==> config.mk <==
export PLATFORM = sky130hd
export DESIGN_NAME = mrc_issuer
export DESIGN_NICKNAME = d
export VERILOG_FILES = /design/src/rtl/mrc_pkg.sv /design/src/rtl/mrc_ctrl_regs.sv /design/src/rtl/mrc_issue_fsm.sv /design/src/rtl/mrc_read_capture.sv /design/src/rtl/mrc_issuer.sv
export SDC_FILE = /design/constraint.sdc
export NUM_CORES = 1
export LEC_CHECK = 0
export CAP_MARGIN = 20
export CORE_MARGIN = 2
export CORE_UTILIZATION = 33
export CTS_CLUSTER_DIAMETER = 40
export DETAILED_ROUTE_END_ITERATION = 8
export PLACE_DENSITY = 0.76
export SLEW_MARGIN = 20
export SYNTH_ARGS = -nofsm -noshare
export SYNTH_HDL_FRONTEND = slang
export SYNTH_SLANG_ARGS = --single-unit
==> constraint.sdc <==
create_clock -name clk -period 1.6 [get_ports clk]
set_input_delay 0.4 -clock clk [delete_from_list [all_inputs] [get_ports clk]]
set_output_delay 0.4 -clock clk [all_outputs]
set_load 0.005 [all_outputs]
==> src/rtl/mrc_pkg.sv <==
package mrc_pkg;

    localparam int CSR_AW = 3;
    localparam int CSR_DW = 32;

    localparam logic [CSR_AW-1:0] OFS_STATUS = 3'd0;
    localparam logic [CSR_AW-1:0] OFS_CTRL0  = 3'd1;
    localparam logic [CSR_AW-1:0] OFS_CTRL1  = 3'd2;
    localparam logic [CSR_AW-1:0] OFS_RDSTAT = 3'd3;
    localparam logic [CSR_AW-1:0] OFS_RDDATA = 3'd4;

    localparam int GO_BIT    = 31;
    localparam int KIND_BIT  = 0;
    localparam int RANK_LSB  = 4;
    localparam int VALID_BIT = 3;
    localparam int ARM_BIT   = 0;

    localparam logic [CSR_DW-1:0] CODE_CLEAR = 32'h4;
    localparam logic [CSR_DW-1:0] CODE_ARM   = 32'h1;

    typedef enum logic [1:0] {
        ST_IDLE  = 2'd0,
        ST_OFFER = 2'd1,
        ST_WAIT  = 2'd2
    } issue_state_e;

    typedef struct packed {
        logic       is_read;
        logic [7:0] mr_addr;
        logic [7:0] mr_data;
    } mr_body_t;

    function automatic logic [CSR_DW-1:0] pack_body(input mr_body_t b);
        return {16'h0, b.mr_addr, b.mr_data};
    endfunction

    function automatic logic [CSR_DW-1:0] pack_rdstat(input logic valid, input logic armed);
        logic [CSR_DW-1:0] w;
        w = '0;
        w[VALID_BIT] = valid;
        w[ARM_BIT]   = armed;
        return w;
    endfunction

endpackage

==> src/rtl/mrc_ctrl_regs.sv <==
module mrc_ctrl_regs
    import mrc_pkg::*;
#(
    parameter int RANK_W = 2
) (
    input  logic              clk,
    input  logic              rst,
    input  logic              wen,
    input  logic [CSR_AW-1:0] waddr,
    input  logic              w_go,
    input  logic              w_kind,
    input  logic [RANK_W-1:0] w_rank,
    input  logic [15:0]       w_low,
    input  logic              busy,
    output mr_body_t          body,
    output logic [RANK_W-1:0] rank,
    output logic              launch
);

    logic wr_c0, wr_c1;

    assign wr_c0  = wen && (waddr == OFS_CTRL0) && !busy;
    assign wr_c1  = wen && (waddr == OFS_CTRL1) && !busy;
    assign launch = wr_c0 && w_go;

    always_ff @(posedge clk) begin
        if (rst) begin
            body <= '0;
            rank <= '0;
        end else begin
            if (wr_c0) begin
                body.is_read <= w_kind;
                rank         <= w_rank;
            end
            if (wr_c1) begin
                body.mr_addr <= w_low[15:8];
                body.mr_data <= w_low[7:0];
            end
        end
    end


    hold_when_busy_chk: assert property (@(posedge clk) disable iff (rst)
        busy |=> ($stable(body) && $stable(rank)));

endmodule

==> src/rtl/mrc_issue_fsm.sv <==
module mrc_issue_fsm
    import mrc_pkg::*;
(
    input  logic clk,
    input  logic rst,
    input  logic launch,
    input  logic is_read,
    input  logic cmd_ready,
    input  logic resp_valid,
    output logic cmd_valid,
    output logic busy,
    output logic rd_done
);

    issue_state_e state, state_nx;
    logic         finish;

    assign finish    = (state == ST_WAIT) && resp_valid;
    assign cmd_valid = (state == ST_OFFER);
    assign busy      = (state != ST_IDLE);
    assign rd_done   = finish && is_read;

    always_comb begin
        state_nx = state;
        case (state)
            ST_IDLE:  if (launch)    state_nx = ST_OFFER;
            ST_OFFER: if (cmd_ready) state_nx = ST_WAIT;
            ST_WAIT:  if (resp_valid) state_nx = ST_IDLE;
            default:  state_nx = ST_IDLE;
        endcase
    end

    always_ff @(posedge clk) begin
        if (rst) state <= ST_IDLE;
        else     state <= state_nx;
    end


    launch_sets_busy_chk: assert property (@(posedge clk) disable iff (rst)
        launch |=> (busy && cmd_valid));


    finish_drops_busy_chk: assert property (@(posedge clk) disable iff (rst)
        finish |=> !busy);


    offer_held_chk: assert property (@(posedge clk) disable iff (rst)
        (cmd_valid && !cmd_ready) |=> cmd_valid);


    early_resp_ignored_chk: assert property (@(posedge clk) disable iff (rst)
        (cmd_valid && !cmd_ready && resp_valid) |=> busy);

endmodule

==> src/rtl/mrc_read_capture.sv <==
module mrc_read_capture
    import mrc_pkg::*;
(
    input  logic              clk,
    input  logic              rst,
    input  logic              rd_done,
    input  logic [7:0]        resp_data,
    input  logic              stat_wen,
    input  logic [CSR_DW-1:0] stat_wdata,
    output logic              rd_valid,
    output logic              armed,
    output logic [7:0]        rd_byte
);

    logic do_clear, do_arm;

    assign do_clear = stat_wen && (stat_wdata == CODE_CLEAR);
    assign do_arm   = stat_wen && (stat_wdata == CODE_ARM);

    always_ff @(posedge clk) begin
        if (rst) begin
            rd_valid <= 1'b0;
            armed    <= 1'b0;
            rd_byte  <= '0;
        end else if (rd_done) begin
            rd_valid <= 1'b1;
            armed    <= 1'b0;
            rd_byte  <= resp_data;
        end else if (do_clear) begin
            rd_valid <= 1'b0;
            armed    <= 1'b0;
        end else if (do_arm) begin
            rd_valid <= 1'b0;
            armed    <= 1'b1;
        end
    end


    done_wins_chk: assert property (@(posedge clk) disable iff (rst)
        rd_done |=> rd_valid);


    byte_hold_chk: assert property (@(posedge clk) disable iff (rst)
        !rd_done |=> $stable(rd_byte));

endmodule

==> src/rtl/mrc_issuer.sv <==
module mrc_issuer
    import mrc_pkg::*;
#(
    parameter int RANK_W = 2
) (
    input  logic              clk,
    input  logic              rst,
    input  logic              csr_wen,
    input  logic [2:0]        csr_addr,
    input  logic [31:0]       csr_wdata,
    output logic [31:0]       csr_rdata,
    output logic              cmd_valid,
    input  logic              cmd_ready,
    output logic              cmd_is_read,
    output logic [RANK_W-1:0] cmd_rank,
    output logic [7:0]        cmd_mr_addr,
    output logic [7:0]        cmd_mr_data,
    input  logic              resp_valid,
    input  logic [7:0]        resp_data
);

    localparam int RANK_MSB = RANK_LSB + RANK_W - 1;

    mr_body_t          body;
    logic [RANK_W-1:0] rank;
    logic              launch, busy, rd_done;
    logic              rd_valid, armed;
    logic [7:0]        rd_byte;
    logic              stat_wen;

    assign stat_wen = csr_wen && (csr_addr == OFS_RDSTAT);

    mrc_ctrl_regs #(.RANK_W(RANK_W)) u_regs (
        .clk    (clk),
        .rst    (rst),
        .wen    (csr_wen),
        .waddr  (csr_addr),
        .w_go   (csr_wdata[GO_BIT]),
        .w_kind (csr_wdata[KIND_BIT]),
        .w_rank (csr_wdata[RANK_MSB:RANK_LSB]),
        .w_low  (csr_wdata[15:0]),
        .busy   (busy),
        .body   (body),
        .rank   (rank),
        .launch (launch)
    );

    mrc_issue_fsm u_fsm (
        .clk        (clk),
        .rst        (rst),
        .launch     (launch),
        .is_read    (body.is_read),
        .cmd_ready  (cmd_ready),
        .resp_valid (resp_valid),
        .cmd_valid  (cmd_valid),
        .busy       (busy),
        .rd_done    (rd_done)
    );

    mrc_read_capture u_cap (
        .clk        (clk),
        .rst        (rst),
        .rd_done    (rd_done),
        .resp_data  (resp_data),
        .stat_wen   (stat_wen),
        .stat_wdata (csr_wdata),
        .rd_valid   (rd_valid),
        .armed      (armed),
        .rd_byte    (rd_byte)
    );

    assign cmd_is_read = body.is_read;
    assign cmd_rank    = rank;
    assign cmd_mr_addr = body.mr_addr;
    assign cmd_mr_data = body.mr_data;

    always_comb begin
        csr_rdata = '0;
        case (csr_addr)
            OFS_STATUS: csr_rdata[0] = busy;
            OFS_CTRL0: begin
                csr_rdata[KIND_BIT]          = body.is_read;
                csr_rdata[RANK_MSB:RANK_LSB] = rank;
            end
            OFS_CTRL1:  csr_rdata = pack_body(body);
            OFS_RDSTAT: csr_rdata = pack_rdstat(rd_valid, armed);
            OFS_RDDATA: csr_rdata[7:0] = rd_byte;
            default:    csr_rdata = '0;
        endcase
    end


    fields_stable_chk: assert property (@(posedge clk) disable iff (rst)
        (cmd_valid && !cmd_ready) |=> ($stable(cmd_is_read) && $stable(cmd_rank)
            && $stable(cmd_mr_addr) && $stable(cmd_mr_data)));


    write_done_keeps_chk: assert property (@(posedge clk) disable iff (rst)
        (busy && !cmd_is_read && !stat_wen) |=> $stable(rd_valid));

endmodule

==> results.py <==
metrics = {
    "route": {
        "dr.first_iter.drc_count": 43,
        "route.antenna.remaining_nets": 0,
        "wirelength_um": 5585,
        "via_per_inst": 4.874,
        "drc": 0,
        "first_pass_iters": 5,
        "wire_per_inst_um": 15.01,
        "vias": 1813,
    },
    "global_routing": {
        "grt_pass1_wl_um": 8114,
        "grt_usage_pct": 19.76,
        "antenna_found_initial": 0,
        "first_global_vias": 1721,
        "grt_max_degree": 15,
        "grt_overflow": 0,
    },
    "yosys": {
        "ys_seq_area_share_pct": 38.93,
        "ys_warn_count": 0,
        "synthArstFlopShare_pct": 0,
        "synth.distinct_cells": 35,
        "ys_top_cells_by_area": "dfxtp_1, mux2i_1, buf_4",
        "netlist.area_leader.share_pct": 38.93,
        "postSynthCellCount": 186,
        "synthTopCellsByCount": "dfxtp_1, nor2_1, mux2i_1, nand2_1, buf_4",
        "synth_most_common_cell": "dfxtp_1",
        "synth_flop_cell": "dfxtp_1",
        "syn_area_per_cell_um2": 8.570,
        "synth-edff-count": 0,
        "synth_area_um2": 1594,
        "synth_largest_area_cell": "dfxtp_1",
        "ys_ff_latch": 31,
    },
    "place": {
        "post-place-ws_ns": -0.9258,
        "gp_congestion": 0.8225,
        "dp_hpwl_um": 3841,
        "io_buffers": 83,
        "placed_cell_area_um2": 2645,
    },
    "sta": {
        "fin_crit_ns": 1.758,
        "fmax_mhz": 568.7,
        "finalSetupViolations": 15,
        "holdWs_ns": 0.3940,
        "fin_skew_ns": 0.003908,
        "drv_slew": 0,
        "fin_ws_ns": -0.1582,
        "timing.final.crit_share_pct": 109.9,
        "rsz0062_at_grt": "true",
        "hold_viol": 0,
    },
    "cts": {
        "clk_pin_slew_ns": 0.06,
        "cts_tree": "yes",
        "postCtsHoldBufs": 0,
        "cts.sinks": 31,
        "htree_num_levels": 2,
        "clockRootBuffer": "clkbuf_8",
        "clockBufferDepth": 2,
        "cts_inserted_buffers": 5,
        "clk_latency_ns": 0.28,
    },
    "setup_path": {
        "criticalPathCategory": "in2out",
        "worst-path-max-fanout": 5,
        "worst_path_most_repeated_cell": "buf_6",
        "slowest_stage": "nor3b_4",
        "crit_buf_inv": 5,
        "cp.required_ns": 1.20,
        "crit_chain": "buf_12 -> nor3b_4 -> buf_6 -> buf_6 -> buf_6 -> nand2_2 -> o21ai_1 -> buf_2",
        "critPathCaptureType": "output pin",
        "start_kind": "input pin",
        "critPathArrivalTime_ns": 1.36,
        "cpPeakStageDelay_ns": 0.25,
        "critPathTopFamily": "buffers and inverters",
    },
    "power_and_ir_drop": {
        "comb_power_share_pct": 17.7,
        "swShare_pct": 22.50,
        "cell_internal_pwr_mw": 1.433,
        "p_leak_nw": 1.408,
        "power.switching_mw": 0.4161,
        "seqPwrFrac_pct": 42.9,
        "p_clk_share_pct": 39.4,
        "ir_drop_v": 0.0004696,
        "pwr_density_cell_nw_per_um2": 617.4,
    },
    "floorplanning": {
        "die_h_um": 73.50,
        "core_area_um2": 4692,
        "rows": 25,
        "pin_count": 100,
        "fp.dieW_um": 73.50,
        "design.die.area_um2": 5402,
        "start_util_pct": 33.97,
    },
    "final_layout": {
        "drive_gt1_share_pct": 40.25,
        "area_growth_syn_to_layout_pct": 87.91,
        "fin_nets": 366,
        "final_util_pct": 63.84,
        "fin_area_um2": 2995,
        "n_fill_cell": 398,
        "antennaDiodeCount": 0,
    },
    "worst_hold_path": {
        "hp-class": "in2reg",
    },
    "job": {
        "drv_cap": 0,
    },
    "status": {
        "status": "finished, violations left",
        "violations": "setup timing",
    },
}
==> final timing paths <==
kind                                     start        endpoint  slack [ns]  depth (start not counted)
worst min register to register  u_cap.rd_valid  u_cap.rd_valid        0.46                          2
worst max register to register  u_fsm.state[0]  u_fsm.state[0]        0.31                          6
worst min-delay path              csr_wdata[6]  u_regs.body[6]        0.39                          3
worst max-delay path               csr_addr[0]    csr_rdata[5]       -0.16                          8
==> power by group through the flow <==
stage	combinational (mW)	clock, mW	sequential (mW)
2_1_floorplan	0.101	0	0.808
3_3_place_gp	0.283	0	0.807
3_5_place_dp	0.286	0	0.808
4_1_cts	0.309	0.744	0.791
5_1_grt	0.350	0.772	0.794
6_report	0.327	0.729	0.793
==> cell families (layout without fill, tap and decap cells) <==
family                 Yosys count  in the layout  share of synthesized area, %
AND/OR/NAND/NOR                 78             78                         25.82
flip-flops                      31             31                         38.93
AO/OA/AOI/OAI                   27             27                         10.91
buffers and inverters           27            144                         10.28
multiplexers                    21             21                         13.27
other                            1             16                        0.2353
XOR/XNOR                         1              1                        0.5496
==> repair_timing <==
item / in CTS / in global routing
gates cloned: 1 / 0
setup endpoints to repair: 42 / 37
pin swaps: 25 / 14
resized for setup: 172 / 46
buffers inserted: 17 / 2
==> worst reg2reg max path: cells and delay by family, from the launching register on <==
kind / cells / cell delay, ns
simple gates: 3 / 0.44
buf+inv: 2 / 0.34
compound gates: 1 / 0.13
flops: 1 / 0.31
==> state kept, by name, indices dropped and copies added, names as in the netlist <==
signal,cells
u_cap.rd_valid,1
u_cap.rd_byte,8
u_regs.body,17
u_fsm.state,2
u_regs.rank,2
u_cap.armed,1
==> layer usage <==
layer / share of wire [%] / track usage (%)
met1: 41 / 24.05
met2: 50 / 35.22
met3: 7.2 / 4.252
met4: 1.4 / 4.848
met5: 0 / 0
==> cells in the final DEF (no fill, tap or decap), types with 2 or more instances in the layout <==
cell             Yosys  layout
buf_4               16      36
and2_4               0       6
nand2_2              0       3
buf_12               0       3
nor2_1              27      27
and2_1               8       2
mux2i_1             20      19
buf_2                2      10
nor4_2               2       4
dfxtp_2              0      11
a22oi_1              6       2
conb_1               1      16
o21ai_1              0       2
a21oi_1             11      11
a22oi_2              0       4
inv_1                4       4
buf_6                0      20
clkbuf_2             0      10
clkdlybuf4s15_1      0      11
clkbuf_8             0       5
clkdlybuf4s50_1      0      29
dfxtp_1             31      20
nor2b_2              0       3
nand4_1              2       2
nor4_4               1       2
nand2_1             20      17
dlygate4sd2_1        0      14
==> area by class of cell <==
cell class	instances	area (um^2)	share of cell area, %
well taps	54	67.56	2.256
clock inverters	1	30.03	1.003
inverters	4	15.01	0.5013
clock buffers	6	72.57	2.423
repair buffers	133	1179	39.35
multi-input cells	143	997.2	33.29
flip-flops and latches	31	634.4	21.18
==> metrics by stage <==
stage | std cells | TNS, ns | total power, mW
2_1_floorplan | 201 | 0 | 0.9092
3_3_place_gp | 346 | -22.72 | 1.090
3_5_place_dp | 346 | -23.50 | 1.094
4_1_cts | 370 | -0.6785 | 1.844
5_1_grt | 372 | -1.831 | 1.916
6_report | 372 | -1.035 | 1.849
No activity file was read; power rests on OpenSTA's default activity.
